===== src/rtl/banked_rf_pkg.sv =====
package banked_rf_pkg;
    localparam int DATA_W     = 32;
    localparam int MODE_W     = 3;
    localparam int IDX_W      = 4;
    localparam int SHARED_CNT = 8;
    localparam int FAST_LO    = 8;
    localparam int FAST_HI    = 14;
    localparam int SP_IDX     = 13;
    localparam int LR_IDX     = 14;
    localparam int PC_IDX     = 15;
    localparam int USER_CNT   = 15;
    localparam int FAST_CNT   = FAST_HI - FAST_LO + 1;
    localparam int PAIR_MODES = 4;
    localparam int FAST_BASE  = USER_CNT;
    localparam int PAIR_BASE  = FAST_BASE + FAST_CNT;
    localparam int NUM_PHYS   = PAIR_BASE + 2 * PAIR_MODES;
    localparam int PHYS_W     = $clog2(NUM_PHYS);

    typedef enum logic [MODE_W-1:0] {
        MD_USER   = 3'd0,
        MD_SYSTEM = 3'd1,
        MD_FAST   = 3'd2,
        MD_NORMAL = 3'd3,
        MD_SUPER  = 3'd4,
        MD_ABORT  = 3'd5,
        MD_UNDEF  = 3'd6
    } cpu_mode_e;

    function automatic logic is_exc_mode(input logic [MODE_W-1:0] m);
        return (m >= MD_FAST) && (m <= MD_UNDEF);
    endfunction
endpackage


===== src/rtl/rf_bank_map.sv =====
module rf_bank_map
    import banked_rf_pkg::*;
(
    input  logic [MODE_W-1:0] mode_i,
    input  logic [IDX_W-1:0]  arch_i,
    output logic [PHYS_W-1:0] phys_o,
    output logic              stored_o
);
    always_comb begin
        phys_o   = PHYS_W'(arch_i);
        stored_o = (int'(arch_i) != PC_IDX);
        if (mode_i == MD_FAST && int'(arch_i) >= FAST_LO && int'(arch_i) <= FAST_HI) begin
            phys_o = PHYS_W'(FAST_BASE + int'(arch_i) - FAST_LO);
        end else if (int'(arch_i) == SP_IDX || int'(arch_i) == LR_IDX) begin
            case (mode_i)
                MD_NORMAL, MD_SUPER, MD_ABORT, MD_UNDEF:
                    phys_o = PHYS_W'(PAIR_BASE + 2 * (int'(mode_i) - int'(MD_NORMAL))
                                     + int'(arch_i) - SP_IDX);
                default: phys_o = PHYS_W'(arch_i);
            endcase
        end
    end
endmodule


===== src/rtl/rf_store.sv =====
module rf_store
    import banked_rf_pkg::*;
#(
    parameter int RD_PORTS = 2
) (
    input  logic                             clk,
    input  logic                             rst_n,
    input  logic                             n_we,
    input  logic [PHYS_W-1:0]                n_addr,
    input  logic [DATA_W-1:0]                n_data,
    input  logic                             e_we,
    input  logic [PHYS_W-1:0]                e_addr,
    input  logic [DATA_W-1:0]                e_data,
    input  logic [RD_PORTS-1:0][PHYS_W-1:0]  rd_addr,
    output logic [RD_PORTS-1:0][DATA_W-1:0]  rd_data
);
    logic [DATA_W-1:0] regs_q [NUM_PHYS];
    logic              collide;

    assign collide = n_we && e_we && (n_addr == e_addr);

    always_ff @(posedge clk or negedge rst_n) begin
        if (!rst_n) begin
            for (int i = 0; i < NUM_PHYS; i++) regs_q[i] <= '0;
        end else begin
            if (n_we && !collide) regs_q[n_addr] <= n_data;
            if (e_we)             regs_q[e_addr] <= e_data;
        end
    end

    for (genvar p = 0; p < RD_PORTS; p++) begin : g_rd
        assign rd_data[p] = (e_we && e_addr == rd_addr[p]) ? e_data :
                            (n_we && n_addr == rd_addr[p]) ? n_data :
                            regs_q[rd_addr[p]];
    end

    AST_ENTRY_LANDS: assert property (@(posedge clk) disable iff (!rst_n)
        e_we |=> regs_q[$past(e_addr)] == $past(e_data));
    AST_NORMAL_LANDS: assert property (@(posedge clk) disable iff (!rst_n)
        (n_we && !collide) |=> regs_q[$past(n_addr)] == $past(n_data));
    AST_ENTRY_WINS: assert property (@(posedge clk) disable iff (!rst_n)
        collide |=> regs_q[$past(n_addr)] == $past(e_data));
    AST_BYPASS_NEW: assert property (@(posedge clk) disable iff (!rst_n)
        (n_we && !e_we && n_addr == rd_addr[0]) |-> rd_data[0] == n_data);
endmodule


===== src/rtl/banked_regfile.sv =====
module banked_regfile
    import banked_rf_pkg::*;
(
    input  logic              clk,
    input  logic              rst_n,
    input  logic [2:0]        cur_mode,
    input  logic [3:0]        rd_a_idx,
    output logic [31:0]       rd_a_data,
    input  logic [3:0]        rd_b_idx,
    output logic [31:0]       rd_b_data,
    input  logic              wr_en,
    input  logic [3:0]        wr_idx,
    input  logic [31:0]       wr_data,
    input  logic              exc_take,
    input  logic [2:0]        exc_mode,
    input  logic [31:0]       exc_ret_addr,
    input  logic [31:0]       pc_value
);
    localparam int MAPS   = 4;
    localparam int M_RDA  = 0;
    localparam int M_RDB  = 1;
    localparam int M_WR   = 2;
    localparam int M_EXC  = 3;

    logic [MAPS-1:0][MODE_W-1:0] map_mode;
    logic [MAPS-1:0][IDX_W-1:0]  map_arch;
    logic [MAPS-1:0][PHYS_W-1:0] map_phys;
    logic [MAPS-1:0]             map_stored;
    logic [1:0][PHYS_W-1:0]      rd_phys;
    logic [1:0][DATA_W-1:0]      rd_raw;
    logic                        n_we;
    logic                        e_we;

    assign map_mode = {exc_mode, cur_mode, cur_mode, cur_mode};
    assign map_arch = {IDX_W'(LR_IDX), wr_idx, rd_b_idx, rd_a_idx};

    for (genvar m = 0; m < MAPS; m++) begin : g_map
        rf_bank_map u_map (
            .mode_i   (map_mode[m]),
            .arch_i   (map_arch[m]),
            .phys_o   (map_phys[m]),
            .stored_o (map_stored[m])
        );
    end

    assign n_we    = wr_en && map_stored[M_WR];
    assign e_we    = exc_take && is_exc_mode(exc_mode);
    assign rd_phys = {map_phys[M_RDB], map_phys[M_RDA]};

    rf_store #(.RD_PORTS(2)) u_store (
        .clk     (clk),
        .rst_n   (rst_n),
        .n_we    (n_we),
        .n_addr  (map_phys[M_WR]),
        .n_data  (wr_data),
        .e_we    (e_we),
        .e_addr  (map_phys[M_EXC]),
        .e_data  (exc_ret_addr),
        .rd_addr (rd_phys),
        .rd_data (rd_raw)
    );

    assign rd_a_data = map_stored[M_RDA] ? rd_raw[0] : pc_value;
    assign rd_b_data = map_stored[M_RDB] ? rd_raw[1] : pc_value;

    AST_PC_PORT_A: assert property (@(posedge clk) disable iff (!rst_n)
        (rd_a_idx == 4'd15) |-> rd_a_data == pc_value);
    AST_PC_PORT_B: assert property (@(posedge clk) disable iff (!rst_n)
        (rd_b_idx == 4'd15) |-> rd_b_data == pc_value);
    AST_PC_NOT_STORED: assert property (@(posedge clk) disable iff (!rst_n)
        (wr_idx == 4'd15) |-> !n_we);
    AST_USER_ENTRY_DROP: assert property (@(posedge clk) disable iff (!rst_n)
        (exc_mode == MD_USER || exc_mode == MD_SYSTEM) |-> !e_we);
    AST_LOW_SHARED: assert property (@(posedge clk) disable iff (!rst_n)
        (rd_a_idx < 4'd8) |-> map_phys[M_RDA] == PHYS_W'(rd_a_idx));
endmodule


===== config.mk =====
export PLATFORM = sky130hd
export DESIGN_NAME = banked_regfile
export DESIGN_NICKNAME = d
export VERILOG_FILES = /design/src/rtl/banked_rf_pkg.sv /design/src/rtl/rf_bank_map.sv /design/src/rtl/rf_store.sv /design/src/rtl/banked_regfile.sv
export SDC_FILE = /design/constraint.sdc
export NUM_CORES = 2
export LEC_CHECK = 0
export ABC_AREA = 0
export CORE_ASPECT_RATIO = 1.4
export CORE_UTILIZATION = 30
export DETAILED_ROUTE_END_ITERATION = 10
export GPL_TIMING_DRIVEN = 1
export MAX_ROUTING_LAYER = met4
export SYNTH_ARGS = -nofsm -noshare
export SYNTH_HDL_FRONTEND = slang
export SYNTH_SLANG_ARGS = --single-unit
export TNS_END_PERCENT = 5

===== constraint.sdc =====
create_clock -name clk -period 14.25 [get_ports clk]
set_clock_uncertainty 0.05 [all_clocks]
set_input_delay 2.1375 -clock clk [delete_from_list [all_inputs] [get_ports clk]]
set_output_delay 2.1375 -clock clk [all_outputs]
set_load 0.02 [all_outputs]

==> tab_implementation.tex <==
\begin{tabular}{lr}
\hline
Metric & Value \\
\hline
\multicolumn{2}{l}{\textbf{CTS}} \\
Clock insertion delay at the later pin of the skew report & 0.74 ns \\
Count of hold buffers inserted by post-cts repair & 0 \\
Clk sink count & 960 \\
Root buffer cell & sky130\_fd\_sc\_hd\_\_clkbuf\_16 \\
Clock-pin transition on the worst setup and hold timing paths & approximately 0.06 ns \\
Number of buffers on the longest clock path & 3 \\
CTS tree & built \\
Post-CTS Resized & 0 \\
Max H-tree Level & 3 \\
Total CTS buffers & 101 \\
Post-CTS setup repair buffer count & 0 \\
\multicolumn{2}{l}{\textbf{Logic synthesis}} \\
Post-synth EDFFs & 0 \\
Post-synthesis cell area & 61300 um2 \\
FF+latch count, synth & 960 \\
Post-Syn Instances & roughly 6k \\
Total number of yosys warnings & 0 \\
Average size of a mapped cell & approximately 10 um2 \\
Count of different cell masters after synthesis & 90 \\
Share of async-settable or async-resettable flops after synthesis & between 90\% and 100\% \\
Total nets after synthesis & 6262 \\
Sequential fraction of the synthesis area & 39.2\% \\
Main flop type after synthesis & sky130\_fd\_sc\_hd\_\_dfrtp\_1 \\
\multicolumn{2}{l}{\textbf{Final layout}} \\
Layout Cells excl Fill & about 8.6k \\
Fill cell total of the finished layout & 20.1k \\
Total area of multi-input combinational cells & 34700 um2 \\
Area growth from synthesis to final layout & 12.1\% \\
Footprint of the flip-flops and latches & 24000 um2 \\
Biggest regs & u\_store.regs\_q: 960 flops \\
Final Util & between 30\% and 40\% \\
Largest register FFs & between 900 and 1k \\
Layout net count & 6013 \\
Share of final-layout standard cells stronger than drive strength 1 & between 10\% and 20\% \\
Register with the highest flop count & u\_store.regs\_q \\
\multicolumn{2}{l}{\textbf{Hold path}} \\
Hold/Removal Path Class & flip-flop to flip-flop \\
\multicolumn{2}{l}{\textbf{STA}} \\
Total negative setup slack & 0 ns \\
Final number of setup-violating endpoints & 0 \\
Worst slew margin relative to its limit & approximately a tenth \\
Setup repair after global routing missed its margin & no \\
Worst-Margin Slew & about 1.3 ns \\
Max frequency & about 84 MHz \\
Final Hold Slack & approximately 0.47 ns \\
Fin crit period & 11.88 ns \\
Final hold violation count & 0 \\
Final cycle utilization of the critical path & 83.4\% \\
Pins Over Slew Limit & 0 \\
\multicolumn{2}{l}{\textbf{Floorplan}} \\
Area of the die & 206000 um2 \\
Number of core rows & 195 \\
Num ports & between 150 and 200 \\
Die height & 537 um \\
Core outline area & a little over 200000 um2 \\
Horizontal die dimension & between 300 and 400 um \\
Initial core utilization & between 30 and 40\% \\
\multicolumn{2}{l}{\textbf{Route}} \\
Final ANT Viol Nets & 0 \\
Residual DRC count & 0 \\
DR iter-0 viols & between 6k and 7k \\
Average routed wire per standard cell & between 30 and 40 um \\
Ratio of routed vias to standard cells & 6.08 \\
Routed WL & 258000 um \\
Detailed-routing iteration count for the pre-antenna-repair pass & 6 \\
Vias after detailed routing & roughly 52k \\
\multicolumn{2}{l}{\textbf{Placement}} \\
Post-placement cell count & between 8k and 9k \\
Half-perimeter wire length after detailed placement & 141000 um \\
Weighted congestion reported at the end of routability-driven placement & 0.872 \\
Port bufs & 181 \\
\multicolumn{2}{l}{\textbf{GRT}} \\
Global route total overflow & 0 \\
Largest net degree at the start of global routing & 167 \\
Antenna violations before repair & 8 \\
Number of global-route vias before repair & between 50k and 60k \\
Tot GR Track Use & between 20\% and 30\% \\
First-pass GRT wire length & 367000 um \\
\multicolumn{2}{l}{\textbf{Worst setup path}} \\
Worst setup path class & input pin to primary output \\
Reg2reg path depth & 2 \\
Worst-path cell chain & clkdlybuf4s50\_1 > inv\_1 > ha\_1 > xor2\_1 > ha\_1 > fa\_1 > nor3\_1 > or2\_4 > xnor2\_1 > nor3\_2 > buf\_4 > nand2\_2 > a311oi\_1 > o21ai\_0 > clkdlybuf4s50\_1 \\
Worst path max stage delay & 0.91 ns \\
Critical path data required time & approximately 12 ns \\
Arrival time at the worst endpoint & 9.69 ns \\
Crit-path max FO & 53 \\
Worst-case register-to-register setup slack & 13.35 ns \\
Slowest cell on the critical path & sky130\_fd\_sc\_hd\_\_or2\_4 \\
Crit path capture & rd\_a\_data[18] \\
Critical Path End Type & primary output \\
CP Launch Point & cur\_mode[0] \\
Critical register-to-register path startpoint & u\_store.regs\_q[31] \\
Critical path launch point type & input pin \\
Reg2Reg Capture Point & u\_store.regs\_q[31] \\
\multicolumn{2}{l}{\textbf{Power}} \\
Pwr Density & 149 nW/um2 \\
VDD IR max & 0.0934 mV \\
Static power due to leakage & around 31 nW \\
\multicolumn{2}{l}{\textbf{Status}} \\
Outcome & finished, final reports clean \\
\multicolumn{2}{l}{\textbf{Job}} \\
Max capacitance violation total & 0 \\
\hline
\end{tabular}
==> area by class of cell <==
| type | instances | share of cell area, % |
|---|---|---|
| multi-input cells | 4439 | 50.5 |
| flip-flops and latches | 960 | 35.0 |
| well taps | 2659 | 4.84 |
| repair buffers | 328 | 4.51 |
| clock buffers | 144 | 4.34 |
| clock inverters | 35 | 0.683 |
| inverters | 22 | 0.120 |
| diodes | 6 | 0.0219 |
==> worst min-delay path by stage <==
stage / start / end / slack (ns) / cells past startpoint
floorplan: u_store.regs_q[254] / u_store.regs_q[254] / 0.43 / 1
global placement: u_store.regs_q[682] / u_store.regs_q[682] / 0.44 / 1
detailed placement: u_store.regs_q[752] / u_store.regs_q[752] / 0.45 / 1
CTS: u_store.regs_q[752] / u_store.regs_q[752] / 0.47 / 1
global route: u_store.regs_q[752] / u_store.regs_q[752] / 0.48 / 1
finish: u_store.regs_q[747] / u_store.regs_q[747] / 0.47 / 1
==> kinds of logic after synthesis <==
logic type | Yosys count | share of synthesized area [%]
flip-flops | 960 | 39.2
AO/OA/AOI/OAI | 1326 | 13.6
AND/OR/NAND/NOR | 1611 | 11.3
adder cells (fa/ha/maj) | 43 | 0.915
XOR/XNOR | 43 | 0.658
buffers and inverters | 702 | 5.05
multiplexers | 1416 | 29.3
==> per-stage QoR <==
stage                     worst slack, ns  cell area [um2]  power [mW]
after global placement               2.76            65200        7.21
final                                2.37            68700        10.2
after CTS                            2.68            68700        10.2
after detailed placement             2.74            65200        7.34
after global routing                 2.33            68700        10.7
after floorplan                      6.21            61300        6.25
==> where the power goes <==
part,internal [mW],total (mW),switching [mW]
registers,3.56,4.21,0.652
clock network,1.63,2.83,1.20
logic,1.50,3.16,1.66
==> worst max-delay path, delay by kind of cell <==
kind / cells / cell delay, ns
simple gates: 4 / 2.44
compound gates: 2 / 1.40
buf+inv: 4 / 2.01
xor+xnor: 2 / 0.48
fa+ha+maj: 3 / 1.15
==> layout by cell type (no fill, tap or decap), drive strengths merged, types with 10 or more instances in the layout <==
cell type / n
a21o: 12
a22o: 31
mux2: 416
nor3: 198
o21ai: 364
clkinv: 19
inv: 24
a311oi: 32
buf: 148
o22ai: 32
clkdlybuf4s50: 180
nor4: 23
xnor2: 34
mux2i: 742
and2: 10
a21boi: 19
nor2: 352
nand3: 100
dfrtp: 960
o2bb2ai: 62
mux4: 258
nand2: 798
o211ai: 77
a221oi: 33
nand4: 38
a32oi: 30
and3: 37
ha: 40
bufinv: 10
a31oi: 67
clkbuf: 144
a22oi: 83
a21oi: 443
==> cells in the mapped netlist, types with 38 or more instances <==
cell,instances,share of area [%]
sky130_fd_sc_hd__o21ai_0,148,1.2
sky130_fd_sc_hd__nor2_1,351,2.2
sky130_fd_sc_hd__o21ai_1,216,1.8
sky130_fd_sc_hd__mux2_2,345,6.3
sky130_fd_sc_hd__nand4_1,38,0.39
sky130_fd_sc_hd__o2bb2ai_1,62,0.89
sky130_fd_sc_hd__mux4_2,258,9.5
sky130_fd_sc_hd__nor3_1,194,1.6
sky130_fd_sc_hd__buf_1,61,0.37
sky130_fd_sc_hd__buf_2,146,1.2
sky130_fd_sc_hd__buf_4,45,0.55
sky130_fd_sc_hd__a21oi_1,442,3.6
sky130_fd_sc_hd__clkbuf_1,414,2.5
sky130_fd_sc_hd__mux2_1,71,1.3
sky130_fd_sc_hd__mux2i_1,742,12
sky130_fd_sc_hd__dfrtp_1,960,39
sky130_fd_sc_hd__nand3_1,100,0.82
sky130_fd_sc_hd__ha_1,40,0.82
sky130_fd_sc_hd__nand2_1,798,4.9
sky130_fd_sc_hd__a31oi_1,65,0.66
sky130_fd_sc_hd__o211ai_1,64,0.78
sky130_fd_sc_hd__a22oi_1,83,1.0
==> per-layer routing <==
metal  vias up  share of wire, %  GRT usage (%)
met5         -                 0              -
met4         0               6.1           13.7
met3       853                11           5.78
met2      3409                45           38.6
met1     26200                38           30.5
li1      21800                 -              -
(Power assumes the default switching activity.)
